==> config.mk <==
export PLATFORM = sky130hd
export DESIGN_NAME = ov_stage_trip
export DESIGN_NICKNAME = d
export VERILOG_FILES = /design/src/rtl/ov_pkg.sv /design/src/rtl/ov_pickup_timer.sv /design/src/rtl/ov_inverse_integ.sv /design/src/rtl/ov_stage_trip.sv
export SDC_FILE = /design/constraint.sdc
export NUM_CORES = 1
export LEC_CHECK = 0
export BUFFER_PORTS_ARGS = -buffer_cell sky130_fd_sc_hd__buf_2
export CAP_MARGIN = 10
export CORE_MARGIN = 2
export CORE_UTILIZATION = 60
export CTS_BUF_LIST = sky130_fd_sc_hd__clkbuf_4 sky130_fd_sc_hd__clkbuf_8
export CTS_CLUSTER_SIZE = 16
export DETAILED_ROUTE_END_ITERATION = 8
export PLACE_DENSITY = 0.82
export SETUP_SLACK_MARGIN = 0.05
export SLEW_MARGIN = 25
export SYNTH_ARGS = -nofsm -noshare
export SYNTH_HDL_FRONTEND = slang
export SYNTH_SLANG_ARGS = --single-unit
==> constraint.sdc <==
create_clock -name clk -period 5.1 [get_ports clk]
set_clock_uncertainty 0.15 [all_clocks]
set_input_delay 0.255 -clock clk [delete_from_list [all_inputs] [get_ports clk]]
set_output_delay 0.255 -clock clk [all_outputs]
set_load 0.05 [all_outputs]
==> src/rtl/ov_pkg.sv <==
package ov_pkg;

    localparam int OV_MAG_W  = 8;
    localparam int OV_STEP_W = 5;
    localparam int OV_ONE    = 8;
    localparam int OV_CLAMP  = 24;

    typedef enum logic [1:0] {
        OVM_OFF  = 2'd0,
        OVM_DT   = 2'd1,
        OVM_IDMT = 2'd2,
        OVM_RSV  = 2'd3
    } ov_mode_e;

    typedef struct packed {
        logic en;
        logic blk;
        logic inst;
        logic timed;
    } ov_gate_t;

    function automatic logic gate_fire(input ov_gate_t g);
        return g.en && !g.blk && (g.inst || g.timed);
    endfunction

    function automatic logic [OV_STEP_W-1:0] idmt_step(input logic [OV_MAG_W-1:0] m);
        if (int'(m) < OV_ONE)
            return '0;
        else if (int'(m) > OV_CLAMP)
            return OV_STEP_W'(OV_CLAMP - OV_ONE);
        else
            return OV_STEP_W'(int'(m) - OV_ONE);
    endfunction

endpackage

==> src/rtl/ov_pickup_timer.sv <==
module ov_pickup_timer #(
    parameter int CNT_W = 8
) (
    input  logic             clk,
    input  logic             rst,
    input  logic             clr,
    input  logic             stb,
    input  logic             cond,
    input  logic [CNT_W-1:0] dly,
    output logic             done
);
    logic [CNT_W-1:0] cnt;
    logic [CNT_W-1:0] cnt_nxt;

    always_comb begin
        cnt_nxt = (cnt >= dly) ? cnt : cnt + 1'b1;
    end

    always_ff @(posedge clk) begin
        if (rst || clr) begin
            cnt  <= '0;
            done <= 1'b0;
        end else if (stb) begin
            if (!cond) begin
                cnt  <= '0;
                done <= 1'b0;
            end else begin
                cnt  <= cnt_nxt;
                done <= (cnt_nxt >= dly);
            end
        end
    end
endmodule

==> src/rtl/ov_inverse_integ.sv <==
module ov_inverse_integ
    import ov_pkg::*;
#(
    parameter int ACC_W    = 16,
    parameter int TMS_W    = 4,
    parameter int IDMT_THR = 64
) (
    input  logic                clk,
    input  logic                rst,
    input  logic                clr,
    input  logic                stb,
    input  logic                cond,
    input  logic [OV_MAG_W-1:0] mag,
    input  logic [TMS_W-1:0]    tms,
    output logic                done
);
    logic [ACC_W-1:0]     acc;
    logic [ACC_W-1:0]     acc_nxt;
    logic [ACC_W-1:0]     lim;
    logic [ACC_W:0]       sum;
    logic [OV_STEP_W-1:0] step;
    logic                 live;

    always_comb begin
        step    = idmt_step(mag);
        live    = cond && (int'(mag) >= OV_ONE);
        lim     = ACC_W'(IDMT_THR * ((tms == '0) ? 1 : int'(tms)));
        sum     = {1'b0, acc} + (ACC_W + 1)'(step);
        acc_nxt = sum[ACC_W] ? '1 : sum[ACC_W-1:0];
    end

    always_ff @(posedge clk) begin
        if (rst || clr) begin
            acc  <= '0;
            done <= 1'b0;
        end else if (stb) begin
            if (!live) begin
                acc  <= '0;
                done <= 1'b0;
            end else begin
                acc  <= acc_nxt;
                done <= (acc_nxt >= lim);
            end
        end
    end
endmodule

==> src/rtl/ov_stage_trip.sv <==
module ov_stage_trip
    import ov_pkg::*;
#(
    parameter int CNT_W    = 8,
    parameter int ACC_W    = 16,
    parameter int TMS_W    = 4,
    parameter int IDMT_THR = 64
) (
    input  logic                clk,
    input  logic                rst,
    input  logic                smp_stb,
    input  logic                s1_ov,
    input  logic                s2_ov,
    input  logic [OV_MAG_W-1:0] vmag,
    input  logic [1:0]          s1_mode,
    input  logic [CNT_W-1:0]    s1_dly,
    input  logic [TMS_W-1:0]    s1_tms,
    input  logic                s1_blk,
    input  logic                s1_inst,
    input  logic                s2_en,
    input  logic [CNT_W-1:0]    s2_dly,
    input  logic                s2_blk,
    input  logic                s2_inst,
    output logic                s1_trip,
    output logic                s2_alarm
);
    localparam int STAGES = 2;

    ov_mode_e mode;
    ov_mode_e mode_q;
    logic     mode_chg;
    logic     s1_on;
    logic     dt_done;
    logic     id_done;
    logic     s2_done;

    ov_gate_t              gate [STAGES];
    logic [STAGES-1:0]     out_q;

    assign mode     = ov_mode_e'(s1_mode);
    assign mode_chg = (mode != mode_q);
    assign s1_on    = (mode == OVM_DT) || (mode == OVM_IDMT);

    always_ff @(posedge clk) begin
        if (rst)
            mode_q <= OVM_OFF;
        else
            mode_q <= mode;
    end

    ov_pickup_timer #(.CNT_W(CNT_W)) u_dt1 (
        .clk  (clk),
        .rst  (rst),
        .clr  (mode_chg || (mode != OVM_DT)),
        .stb  (smp_stb),
        .cond (s1_ov),
        .dly  (s1_dly),
        .done (dt_done)
    );

    ov_inverse_integ #(.ACC_W(ACC_W), .TMS_W(TMS_W), .IDMT_THR(IDMT_THR)) u_inv1 (
        .clk  (clk),
        .rst  (rst),
        .clr  (mode_chg || (mode != OVM_IDMT)),
        .stb  (smp_stb),
        .cond (s1_ov),
        .mag  (vmag),
        .tms  (s1_tms),
        .done (id_done)
    );

    ov_pickup_timer #(.CNT_W(CNT_W)) u_dt2 (
        .clk  (clk),
        .rst  (rst),
        .clr  (mode_chg),
        .stb  (smp_stb),
        .cond (s2_ov),
        .dly  (s2_dly),
        .done (s2_done)
    );

    always_comb begin
        gate[0] = '{en: s1_on, blk: s1_blk, inst: s1_inst,
                    timed: (mode == OVM_DT) ? dt_done : ((mode == OVM_IDMT) ? id_done : 1'b0)};
        gate[1] = '{en: s2_en, blk: s2_blk, inst: s2_inst, timed: s2_done};
    end

    for (genvar s = 0; s < STAGES; s++) begin : g_out
        logic q;
        always_ff @(posedge clk) begin
            if (rst)
                q <= 1'b0;
            else
                q <= gate_fire(gate[s]);
        end
        assign out_q[s] = q;
    end

    assign s1_trip  = out_q[0];
    assign s2_alarm = out_q[1];
endmodule

==> results.md <==
* Clk_lat worst skew at 0.30 ns
* Status: finished clean
* Leakage power at 1.74 nW
* Switching share of power at 0.282
* GRT Overall Usage at 0.263
* Mean Syn Cell Area at 7.81 sq um
* Gate Count Post-Synth at 430
* Total CTS buffers at 5
* Internal power at 437 uW
* Crit-path cells: buf_2 > or3_1 > nor2_1 > and2_1 > ha_1 > fa_1 > a21oi_1 > o22ai_1 > nor2b_1 > inv_1 > nor2_1 > nor2_1 > ha_1 > nand4_1 > or4_1 > a2111oi_0 > a2111oi_0 > a211oi_1
* # setup viols final at 0
* Critical Path End Type: register
* CTS max path bufs at 2
* CTS tree: done
* PwrDens at ~160 mW/mm^2
* Met1 WL at 3.41 mm
* Crit path DAT at 4.35 ns
* Buf/Inv on CP at 2
* Sum Neg Setup Slack at 0 ns
* Antenna-violating nets left at 0
* Final Routed Wirelength at between 7 and 8 mm
* Clk root buf: clkbuf_8
* Synth Flop Type: dfxtp_1
* Combinational power share at 0.140
* Startpoint Class: primary input
* Setup CP Type: primary input to register
* Maxcap violations at 0
* First-pass GRT wire length at around 13 mm
* Reg power frac at 0.504
* Row cnt at 27
* Fraction of registers with async set/reset at 0
* Clock sink count at 39
* Fmax at 233 MHz
* Mapped Nets at around 520
* Commonest non-fill, non-tap cells in the layout: ha_1 (46), nand2_1 (43), buf_2 (41), dfxtp_1 (39)
* Via count at 3256
* Worst hold path cell count at 2
* Final hold vios at 0
* Highest routed layer: met4
* CP max FO at 9
* Die height at between 70 and 80 microns
* Slew Limit Fails at 0
* Tmin final at 4.29 ns
* # IOs at 42
* Largest stage delay on the critical path at 0.44 ns
* DR pass1 iterations at 4
* WL met3 at about 450 microns
* Yosys Warn Count at 0
* Final worst path period share at 0.842
* Cell depth of the worst setup path at 18
* Sw Pwr at between 150 and 200 uW
* FF+latch count, synth at 39
* Vias in the first global route at about 3100
* Worst path most repeated cell: nor2_1
* H-Tree Depth at 2
* Worst slew pin tran at 0.771 ns
* Reg clk slew, reported paths at approximately 0.080 ns
* Ant. Diodes at 0
* Layout Nets at ~550
* Area growth syn-to-layout at 10.8%
* 1st-iter DRT viols at about 210
* Routed wire per std cell at ~15 microns
* DR WL met2 at 3.85 mm
* Slew HR at 0.485
* Die Wd at around 79 microns
* Dpl hpwl at a little over 6 mm
* Clock power share at 0.356
* Die area at about 0.0062 sq mm
* VDD IR max at around 0.18 mV
* Total grt overflow at 0
* RSZ-0062 raised after global routing: no
* Most common cell after layout, fill and taps aside: ha_1
* Register area share after synthesis at 0.232
* Resized cells post-CTS at 0
* Mapped Area at around 0.0034 sq mm
* Post-CTS Setup Inserts at 0
* Reg2reg path depth at 13
* Total core area at approximately 0.0054 sq mm
* Worst path top cell family by delay: simple AND/OR/NAND/NOR gates
* Core Util, Final at 0.684
* Yosys cell types at 52
* CP max stage cell: o22ai_1
* Required time of the critical path at approximately 5.2 ns
* Initial core utilization at 0.617
* Largest net degree at the start of global routing at 24
* Antenna violations before repair at 0
* Vias/cell at around 6
* Residual DRC at 0
* GP Congestion at 0.960
* Layout cells sized above 1 at 0.128
* Number of enable flip-flop cells after synthesis at 0
* I/O Buffers at a little over 40
* Worst Hold Class: primary input to register
-- timing repair --
action	4_1_cts	5_1_grt
hold buffers	2	0
endpoints found under the hold margin	2	0
setup endpoints to repair	0	0
-- through the flow --
step           power (mW)  setup WS [ns]  area, sq um  hold slack, ns  std cells
2_1_floorplan       0.365           1.18         3360           0.172        430
3_3_place_gp        0.394          0.723         3610           0.271        530
5_1_grt             0.635          0.303         3720          0.0579        540
4_1_cts             0.609          0.846         3720          0.0336        540
6_report            0.609          0.807         3720          0.0464        540
3_5_place_dp        0.397          0.567         3610           0.275        530
-- sequential cells by signal, indices dropped and copies added (netlist names) --
| signal | cells |
|---|---|
| mode_q | 2 |
| s1_trip | 1 |
| u_dt1.cnt | 8 |
| u_inv1.acc | 16 |
| u_dt1.done | 1 |
| u_dt2.done | 1 |
| u_dt2.cnt | 8 |
| s2_alarm | 1 |
| u_inv1.done | 1 |
-- per-layer routing --
layer  track usage  vias up
met4        0.0828        0
met1         0.320     1479
met5             0        -
met3        0.0398       22
li1              -     1638
met2         0.478      117
-- cell usage after synthesis, types with 5 or more instances --
master / instances / area (sq um)
nand4_1: 10 / 62.6
a21o_1: 17 / 128
clkbuf_1: 10 / 37.5
xor2_1: 11 / 96.3
nand3_1: 23 / 115
o21a_1: 5 / 37.5
ha_1: 46 / 576
and2_1: 5 / 31.3
dfxtp_1: 39 / 781
a211oi_1: 5 / 37.5
xnor2_1: 13 / 114
a31oi_1: 9 / 56.3
inv_1: 28 / 105
nand2b_1: 5 / 31.3
nor2_1: 28 / 105
and3_1: 6 / 37.5
nor3_1: 6 / 30.0
o21ai_0: 24 / 120
a21oi_1: 24 / 120
or3_1: 13 / 81.3
nand2_1: 43 / 161
-- layout make-up --
class                           instances  area [sq um]
Multi-Input combinational cell        348          2420
Fill cell                             470          1720
Sequential cell                        39           781
Timing Repair Buffer                   45           240
Inverter                               28           105
Tap cell                               72          90.1
Clock buffer                            5          68.8
Clock inverter                          3          20.0
-- cells by family after synthesis --
kind of cell,Yosys count,synth area share
and+or+nand+nor,156,0.231
AOI/OAI and AO/OA,115,0.228
adders and majority gates,47,0.177
buffers and inverters,43,0.0488
DFF,39,0.232
xor gates and xnor gates,24,0.0626
muxes,6,0.0194
-- path summary, 6_finish.rpt --
path,from,slack (ns),end
setup / recovery,vmag[7],0.81,u_inv1.done
hold / removal,rst,0.05,mode_q[0]
setup reg to reg,u_dt2.cnt[4],0.95,u_dt2.done
hold reg to reg,u_inv1.acc[0],0.33,u_inv1.acc[0]
-- power by group through the flow --
stage	Combinational [mW]	Clock [mW]	Sequential, mW
after global placement	0.0803	0	0.314
after global routing	0.0960	0.232	0.307
after floorplan	0.0499	0	0.315
after CTS	0.0848	0.217	0.307
final	0.0850	0.217	0.307
after detailed placement	0.0831	0	0.314
No activity file was read; power rests on OpenSTA's default activity.
